File: src/rtl/csr_bank_pkg.sv
package csr_bank_pkg;
  localparam int unsigned WORD_W = 16;

  // Register 0 bit positions
  localparam int unsigned B_INIT = 0;
  localparam int unsigned B_STRT = 1;
  localparam int unsigned B_STOP = 2;
  localparam int unsigned B_TDMD = 3;
  localparam int unsigned B_INEA = 6;
  localparam int unsigned B_IDON = 8;
  localparam int unsigned B_TINT = 9;
  localparam int unsigned B_RINT = 10;
  localparam int unsigned B_MERR = 11;
  localparam int unsigned B_MISS = 12;
  localparam int unsigned B_BABL = 14;
  localparam int unsigned B_ERR  = 15;

  localparam logic [WORD_W-1:0] FLAG_MASK = 16'h5F00;

  // Register numbers
  localparam int unsigned N_CMD     = 0;
  localparam int unsigned N_IADR_LO = 1;
  localparam int unsigned N_IADR_HI = 2;
  localparam int unsigned N_FILT0   = 8;
  localparam int unsigned N_MODE    = 15;
  localparam int unsigned N_ID_LO   = 88;
  localparam int unsigned N_ID_HI   = 89;
  localparam int unsigned N_MISS    = 112;
endpackage

File: src/rtl/csr_cmd_status.sv
module csr_cmd_status
  import csr_bank_pkg::*;
(
  input  logic              clk,
  input  logic              rst_n,
  input  logic              wr_cmd,
  input  logic [WORD_W-1:0] wdata,
  input  logic [WORD_W-1:0] evt_word,
  output logic [WORD_W-1:0] csr0_word,
  output logic              irq,
  output logic              init_strobe,
  output logic              tdmd_strobe,
  output logic              running
);
  logic              run_q, run_d;
  logic              stop_q, stop_d;
  logic              inea_q, inea_d;
  logic              init_q, init_d;
  logic              tdmd_q, tdmd_d;
  logic [WORD_W-1:0] flags_q, flags_d;
  logic [WORD_W-1:0] clr_mask;
  logic              err_sum;

  always_comb begin
    run_d    = run_q;
    stop_d   = stop_q;
    inea_d   = inea_q;
    init_d   = 1'b0;
    tdmd_d   = 1'b0;
    clr_mask = '0;
    if (wr_cmd) begin
      inea_d   = wdata[B_INEA];
      clr_mask = wdata & FLAG_MASK;
      if (wdata[B_STOP]) begin
        stop_d = 1'b1;
        run_d  = 1'b0;
      end else begin
        init_d = wdata[B_INIT];
        tdmd_d = wdata[B_TDMD];
        if (wdata[B_STRT]) begin
          run_d  = 1'b1;
          stop_d = 1'b0;
        end
      end
    end
    // new events take precedence over a simultaneous acknowledge
    flags_d = (flags_q & ~clr_mask) | (evt_word & FLAG_MASK);
  end

  always_ff @(posedge clk or negedge rst_n) begin
    if (!rst_n) begin
      run_q   <= 1'b0;
      stop_q  <= 1'b1;
      inea_q  <= 1'b0;
      init_q  <= 1'b0;
      tdmd_q  <= 1'b0;
      flags_q <= '0;
    end else begin
      run_q   <= run_d;
      stop_q  <= stop_d;
      inea_q  <= inea_d;
      init_q  <= init_d;
      tdmd_q  <= tdmd_d;
      flags_q <= flags_d;
    end
  end

  assign err_sum = flags_q[B_BABL] | flags_q[B_MISS] | flags_q[B_MERR];

  always_comb begin
    csr0_word         = flags_q & FLAG_MASK;
    csr0_word[B_ERR]  = err_sum;
    csr0_word[B_INEA] = inea_q;
    csr0_word[B_STOP] = stop_q;
    csr0_word[B_STRT] = run_q;
  end

  assign irq = inea_q & (err_sum | flags_q[B_RINT] | flags_q[B_TINT] | flags_q[B_IDON]);
  assign init_strobe = init_q;
  assign tdmd_strobe = tdmd_q;
  assign running     = run_q;
endmodule

File: src/rtl/csr_miss_counter.sv
module csr_miss_counter #(
  parameter int unsigned CNT_W = 16
) (
  input  logic             clk,
  input  logic             rst_n,
  input  logic             inc,
  output logic [CNT_W-1:0] count
);
  localparam logic [CNT_W-1:0] CNT_MAX = {CNT_W{1'b1}};

  logic [CNT_W-1:0] cnt_q, cnt_d;
  logic             cnt_en;

  assign cnt_en = inc && (cnt_q != CNT_MAX);
  assign cnt_d  = cnt_q + CNT_W'(1);

  always_ff @(posedge clk or negedge rst_n) begin
    if (!rst_n)      cnt_q <= '0;
    else if (cnt_en) cnt_q <= cnt_d;
  end

  assign count = cnt_q;
endmodule

File: src/rtl/csr_word_store.sv
module csr_word_store #(
  parameter int unsigned N_WORDS = 4,
  parameter int unsigned W       = 16
) (
  input  logic                                  clk,
  input  logic                                  rst_n,
  input  logic                                  wr_en,
  input  logic [((N_WORDS > 1) ? $clog2(N_WORDS) : 1)-1:0] idx,
  input  logic [W-1:0]                          wdata,
  output logic [N_WORDS*W-1:0]                  words
);
  localparam int unsigned IDX_W = (N_WORDS > 1) ? $clog2(N_WORDS) : 1;

  for (genvar g = 0; g < N_WORDS; g++) begin : g_word
    logic         en;
    logic [W-1:0] q;
    assign en = wr_en && (idx == IDX_W'(g));
    always_ff @(posedge clk or negedge rst_n) begin
      if (!rst_n)  q <= '0;
      else if (en) q <= wdata;
    end
    assign words[g*W +: W] = q;
  end
endmodule

File: src/rtl/csr_bank.sv
module csr_bank
  import csr_bank_pkg::*;
#(
  parameter int unsigned ADDR_W       = 7,
  parameter int unsigned FILTER_WORDS = 4,
  parameter int unsigned MISS_CNT_W   = 16,
  parameter logic [31:0] CHIP_ID      = 32'h0262_1003
) (
  input  logic        clk,
  input  logic        rst_n,
  input  logic        port_sel,
  input  logic        wr_en,
  input  logic [15:0] wdata,
  output logic [15:0] rdata,
  input  logic        ev_init_done,
  input  logic        ev_tx_done,
  input  logic        ev_rx_done,
  input  logic        ev_mem_err,
  input  logic        ev_missed,
  input  logic        ev_babble,
  output logic        irq,
  output logic        init_strobe,
  output logic        tdmd_strobe,
  output logic        running,
  output logic [31:0] init_addr,
  output logic        promisc
);
  localparam int unsigned FIDX_W = (FILTER_WORDS > 1) ? $clog2(FILTER_WORDS) : 1;

  logic [ADDR_W-1:0]              addr_q, addr_d;
  logic                           addr_en;
  logic                           data_wr;
  logic [WORD_W-1:0]              evt_word;
  logic [WORD_W-1:0]              csr0_word;
  logic [2*WORD_W-1:0]            iadr_words;
  logic [FILTER_WORDS*WORD_W-1:0] filt_words;
  logic [WORD_W-1:0]              mode_word;
  logic [MISS_CNT_W-1:0]          miss_cnt;
  logic [WORD_W-1:0]              csr_rd;
  logic                           hit_cmd, hit_iadr, hit_filt, hit_mode;
  logic [0:0]                     iadr_idx;
  logic [FIDX_W-1:0]              filt_idx;
  logic [0:0]                     mode_idx;

  // selector register
  assign addr_en = wr_en && !port_sel;
  assign addr_d  = wdata[ADDR_W-1:0];

  always_ff @(posedge clk or negedge rst_n) begin
    if (!rst_n)       addr_q <= '0;
    else if (addr_en) addr_q <= addr_d;
  end

  // decode
  assign data_wr  = wr_en && port_sel;
  assign hit_cmd  = (addr_q == ADDR_W'(N_CMD));
  assign hit_iadr = (addr_q == ADDR_W'(N_IADR_LO)) || (addr_q == ADDR_W'(N_IADR_HI));
  assign hit_filt = (addr_q >= ADDR_W'(N_FILT0)) &&
                    (addr_q <  ADDR_W'(N_FILT0 + FILTER_WORDS));
  assign hit_mode = (addr_q == ADDR_W'(N_MODE));
  assign iadr_idx = (addr_q == ADDR_W'(N_IADR_HI));
  assign filt_idx = FIDX_W'(addr_q - ADDR_W'(N_FILT0));
  assign mode_idx = 1'b0;

  always_comb begin
    evt_word         = '0;
    evt_word[B_IDON] = ev_init_done;
    evt_word[B_TINT] = ev_tx_done;
    evt_word[B_RINT] = ev_rx_done;
    evt_word[B_MERR] = ev_mem_err;
    evt_word[B_MISS] = ev_missed;
    evt_word[B_BABL] = ev_babble;
  end

  csr_cmd_status u_cmd (
    .clk         (clk),
    .rst_n       (rst_n),
    .wr_cmd      (data_wr && hit_cmd),
    .wdata       (wdata),
    .evt_word    (evt_word),
    .csr0_word   (csr0_word),
    .irq         (irq),
    .init_strobe (init_strobe),
    .tdmd_strobe (tdmd_strobe),
    .running     (running)
  );

  csr_word_store #(.N_WORDS(2), .W(WORD_W)) u_iadr (
    .clk   (clk),
    .rst_n (rst_n),
    .wr_en (data_wr && hit_iadr),
    .idx   (iadr_idx),
    .wdata (wdata),
    .words (iadr_words)
  );

  csr_word_store #(.N_WORDS(FILTER_WORDS), .W(WORD_W)) u_filt (
    .clk   (clk),
    .rst_n (rst_n),
    .wr_en (data_wr && hit_filt),
    .idx   (filt_idx),
    .wdata (wdata),
    .words (filt_words)
  );

  csr_word_store #(.N_WORDS(1), .W(WORD_W)) u_mode (
    .clk   (clk),
    .rst_n (rst_n),
    .wr_en (data_wr && hit_mode),
    .idx   (mode_idx),
    .wdata (wdata),
    .words (mode_word)
  );

  csr_miss_counter #(.CNT_W(MISS_CNT_W)) u_miss (
    .clk   (clk),
    .rst_n (rst_n),
    .inc   (ev_missed),
    .count (miss_cnt)
  );

  // read mux
  always_comb begin
    csr_rd = '0;
    if (hit_cmd)                              csr_rd = csr0_word;
    else if (hit_iadr)                        csr_rd = iadr_words[iadr_idx*WORD_W +: WORD_W];
    else if (hit_filt)                        csr_rd = filt_words[filt_idx*WORD_W +: WORD_W];
    else if (hit_mode)                        csr_rd = mode_word;
    else if (addr_q == ADDR_W'(N_ID_LO))      csr_rd = CHIP_ID[15:0];
    else if (addr_q == ADDR_W'(N_ID_HI))      csr_rd = CHIP_ID[31:16];
    else if (addr_q == ADDR_W'(N_MISS))       csr_rd = WORD_W'(miss_cnt);
  end

  assign rdata     = port_sel ? csr_rd : WORD_W'(addr_q);
  assign init_addr = iadr_words;
  assign promisc   = mode_word[15];
endmodule

File: config.mk
export PLATFORM = sky130hd
export DESIGN_NAME = csr_bank
export DESIGN_NICKNAME = d
export VERILOG_FILES = /design/src/rtl/csr_bank_pkg.sv /design/src/rtl/csr_cmd_status.sv /design/src/rtl/csr_miss_counter.sv /design/src/rtl/csr_word_store.sv /design/src/rtl/csr_bank.sv
export SDC_FILE = /design/constraint.sdc
export NUM_CORES = 1
export LEC_CHECK = 0
export BUFFER_PORTS_ARGS = -buffer_cell sky130_fd_sc_hd__buf_2
export CAP_MARGIN = 20
export CORE_ASPECT_RATIO = 1.2
export CORE_UTILIZATION = 30
export DETAILED_ROUTE_END_ITERATION = 16
export PLACE_DENSITY = 0.57
export SKIP_LAST_GASP = 1
export SLEW_MARGIN = 20
export SYNTH_ARGS = -nofsm -noshare
export SYNTH_HDL_FRONTEND = slang
export SYNTH_HIERARCHICAL = 1
export SYNTH_SLANG_ARGS = --single-unit
File: constraint.sdc
create_clock -name clk -period 4.5 [get_ports clk]
set_clock_uncertainty 0.15 [all_clocks]
set_input_delay 0.9 -clock clk [delete_from_list [all_inputs] [get_ports clk]]
set_output_delay 0.9 -clock clk [all_outputs]
set_load 0.01 [all_outputs]
==> results.py <==
metrics = {
    "min_path": {
        "hold_path.class": "in2async",
    },
    "logic_synthesis": {
        "synth-compound-area-share": 0.0953,
        "synth_edf_count": 0,
        "post-synth-top-count-cell": "dfrtp_1",
        "synth_xor_xnor_area_share": 0.00914,
        "synthAdderAreaFrac": 0.00163,
        "synth_area_per_cell_sq_um": 12.5,
        "dominantRegCellSynth": "dfrtp_1",
        "synth_largest_area_cell": "dfrtp_1",
        "synth_top_cells_by_count": "145 x dfrtp_1, 99 x mux2_2, 30 x nand3_1",
        "synth_top_family_by_area": "multiplexers",
        "synthMuxAreaShare": 0.236,
        "synth_area_leaders": "dfrtp_1 47%, mux2_2 15%, mux2_4 4.3%, mux4_2 3.5%, nand3_1 2.0%",
        "ys_warn_count": 6,
        "ys_types": 73,
        "synthCells": 614,
        "ys_ff_latch": 146,
        "synth_area_sq_um": 7670,
        "async_flop_share": 1.00,
        "synth_top_area_frac": 0.473,
        "synthSimpleGateAreaFrac": 0.132,
        "ys_seq_area_frac": 0.477,
    },
    "finish": {
        "area_growth_pct": 15.9,
        "nets": 709,
        "final_cells": 1018,
        "diodes": 0,
        "post-route-util": 0.357,
        "fillers": 2461,
        "drive_gt1_frac": 0.408,
    },
    "place": {
        "place_inst": 988,
        "hpwl_um": 14800,
        "io_buffers": 78,
        "gp_congestion": 0.831,
    },
    "sta": {
        "period_share": 0.849,
        "hold_viol": 0,
        "tightest_slew_ps": 730,
        "setup_viol": 0,
        "whs_ps": 326,
        "slew-limit-headroom": 0.512,
        "report.final.slew_viol_count": 0,
        "fin_tns_setup_ps": 0,
        "rsz0062_at_grt": "false",
        "period_needed_ps": 3820,
        "clock.fmax_ghz": 0.262,
    },
    "grt": {
        "grt_max_degree": 71,
        "grt_pass1_wl_um": 32400,
        "track_usage": 0.164,
        "globalRoute.totalOverflow": 0,
        "grt_pass1_vias": 5381,
        "antenna_found_initial": 1,
    },
    "cts": {
        "cts_tree": "built",
        "cts.path.max_buffers": 2,
        "clk_pin_slew_worst_paths_ps": 60,
        "postCtsSetupBuffers": 0,
        "clk_latency_ps": 430,
        "cts_buffers": 17,
        "cts.sinks": 146,
        "cts_root_buf": "clkbuf_16",
        "cts_max_level": 4,
        "ctsHoldBuffers": 0,
        "cts_resized": 0,
    },
    "power": {
        "p_leak_nw": 4.15,
        "p_int_w": 0.00274,
        "switchingPower_w": 0.00108,
        "p_total_w": 0.00382,
        "seqPwrFrac": 0.436,
        "power_density_nw_per_um2": 430,
        "ir_worst_vdd_v": 0.000260,
        "power_frac_comb": 0.169,
        "switching_share": 0.283,
        "power.share.clock": 0.395,
    },
    "floorplanning": {
        "dieArea_sq_um": 26200,
        "fp.dieW_um": 148,
        "core-area_sq_um": 24900,
        "start_util": 0.308,
        "num_rows": 63,
        "ioPinCount": 79,
        "die_h_um": 177,
    },
    "critical_path": {
        "reg2reg_depth": 7,
        "cp.depth": 5,
        "start_kind": "flip-flop",
        "path_cells": "nor3b_2 -> nand3_1 -> o2bb2ai_1 -> a221oi_1 -> buf_2",
        "cp_slowest_cell": "nor3b_2",
        "crit_path_end_kind": "output port",
        "crit_buf_inv": 1,
        "cp_max_fo": 30,
        "arrival_ps": 2770,
        "path_class": "reg2out",
        "r2r_setup_slack_ps": 1360,
        "slowest_delay_ps": 670,
        "crit_required_ps": 3450,
        "crit_family": "simple AND/OR/NAND/NOR gates",
    },
    "run_status": {
        "status": "completed",
    },
    "routing": {
        "drtPass1Iterations": 5,
        "drc": 0,
        "postRouteAntennaNets": 0,
        "wl_per_cell_um": 20.2,
        "vias_per_cell": 5.24,
        "first_iter_violations": 358,
        "vias": 5338,
        "postRouteWirelength_um": 20600,
    },
    "run": {
        "maxCapViolCount": 0,
    },
}
## stage by stage
stage / area (sq um) / setup WS, ps
2_1_floorplan: 7680 / 1520
5_1_grt: 8890 / 400
4_1_cts: 8890 / 675
3_3_place_gp: 8270 / 1090
3_5_place_dp: 8270 / 1150
6_report: 8890 / 679
## registers in the layout, summed over array words and instances, names as in the netlist, 6 cells and up
name,flops
u_filt/g_word.q,64
u_iadr/g_word.q,32
u_miss/count,16
u_mode/words,16
addr_q,7
u_cmd/flags_q,6
## worst reg2reg max path: stages (launching register included)
cell,delay (ps)
dfrtp_1,510
nor4_4,290
buf_4,300
nand3_1,430
nor2_1,320
nand2b_1,370
buf_4,350
mux2_4,320
## cells by family after synthesis
| logic type | Yosys count |
|---|---|
| xor gates and xnor gates | 8 |
| other | 2 |
| adders and majority gates | 1 |
| DFF | 146 |
| and+or+nand+nor | 152 |
| buffers and inverters | 58 |
| AOI/OAI and AO/OA | 105 |
| muxes | 142 |
## final timing paths
check / startpoint / endpoint
max: addr_q[0]$_DFFE_PN0P_ / rdata[3]
min: rst_n / u_iadr/g_word[0].q[10]$_DFFE_PN0P_
max reg2reg: addr_q[2]$_DFFE_PN0P_ / u_iadr/g_word[0].q[13]$_DFFE_PN0P_
min reg2reg: u_filt/g_word[3].q[15]$_DFFE_PN0P_ / u_filt/g_word[3].q[15]$_DFFE_PN0P_
max in group asynchronous: rst_n / u_cmd/stop_q$_DFFE_PN1P_
min in group clk: u_filt/g_word[3].q[15]$_DFFE_PN0P_ / u_filt/g_word[3].q[15]$_DFFE_PN0P_
## final cells by class
class / count / area (sq um) / area share
multi-input combinational: 415 / 3660 / 0.412
sequential: 146 / 3660 / 0.411
timing repair buffer: 94 / 517 / 0.0582
clock buffer: 19 / 443 / 0.0498
tap: 325 / 407 / 0.0458
clock inverter: 11 / 176 / 0.0199
inverter: 8 / 30.0 / 0.00338
## routing by layer
metal	global-route usage	part of all wire	vias to the layer above
li1	-	-	2426
met3	0.0366	0.053	33
met4	0.0554	0.018	2
met5	0	0.00063	-
met1	0.216	0.44	2728
met2	0.266	0.49	149
## power by group through the flow
stage | combinational (W) | clock (W) | sequential, W
after floorplan | 0.000463 | 0 | 0.00163
after global placement | 0.000643 | 0 | 0.00169
after detailed placement | 0.000652 | 0 | 0.00169
after CTS | 0.000653 | 0.00154 | 0.00167
after global routing | 0.000708 | 0.00159 | 0.00169
final | 0.000648 | 0.00151 | 0.00167
## cell usage in the layout, fill, tap and decap left out, drive strengths merged, types with 3 or more instances in the layout
master / n
o211ai: 3
a221oi: 4
clkbuf: 19
and3: 12
conb: 7
nand3: 35
a31oi: 6
a21oi: 22
mux2: 121
nand2: 22
o21ai: 16
xnor2: 5
clkinv: 3
nand3b: 6
mux4: 12
and4: 5
buf: 94
bufinv: 4
nor2: 15
o21a: 3
xor2: 3
nand2b: 10
nand4: 17
o22ai: 10
inv: 11
a22oi: 3
a22o: 8
or3: 3
o2bb2ai: 4
a21o: 13
nor4: 3
mux2i: 9
dfrtp: 145
nor2b: 8
Power figures use the tool's default switching activity.
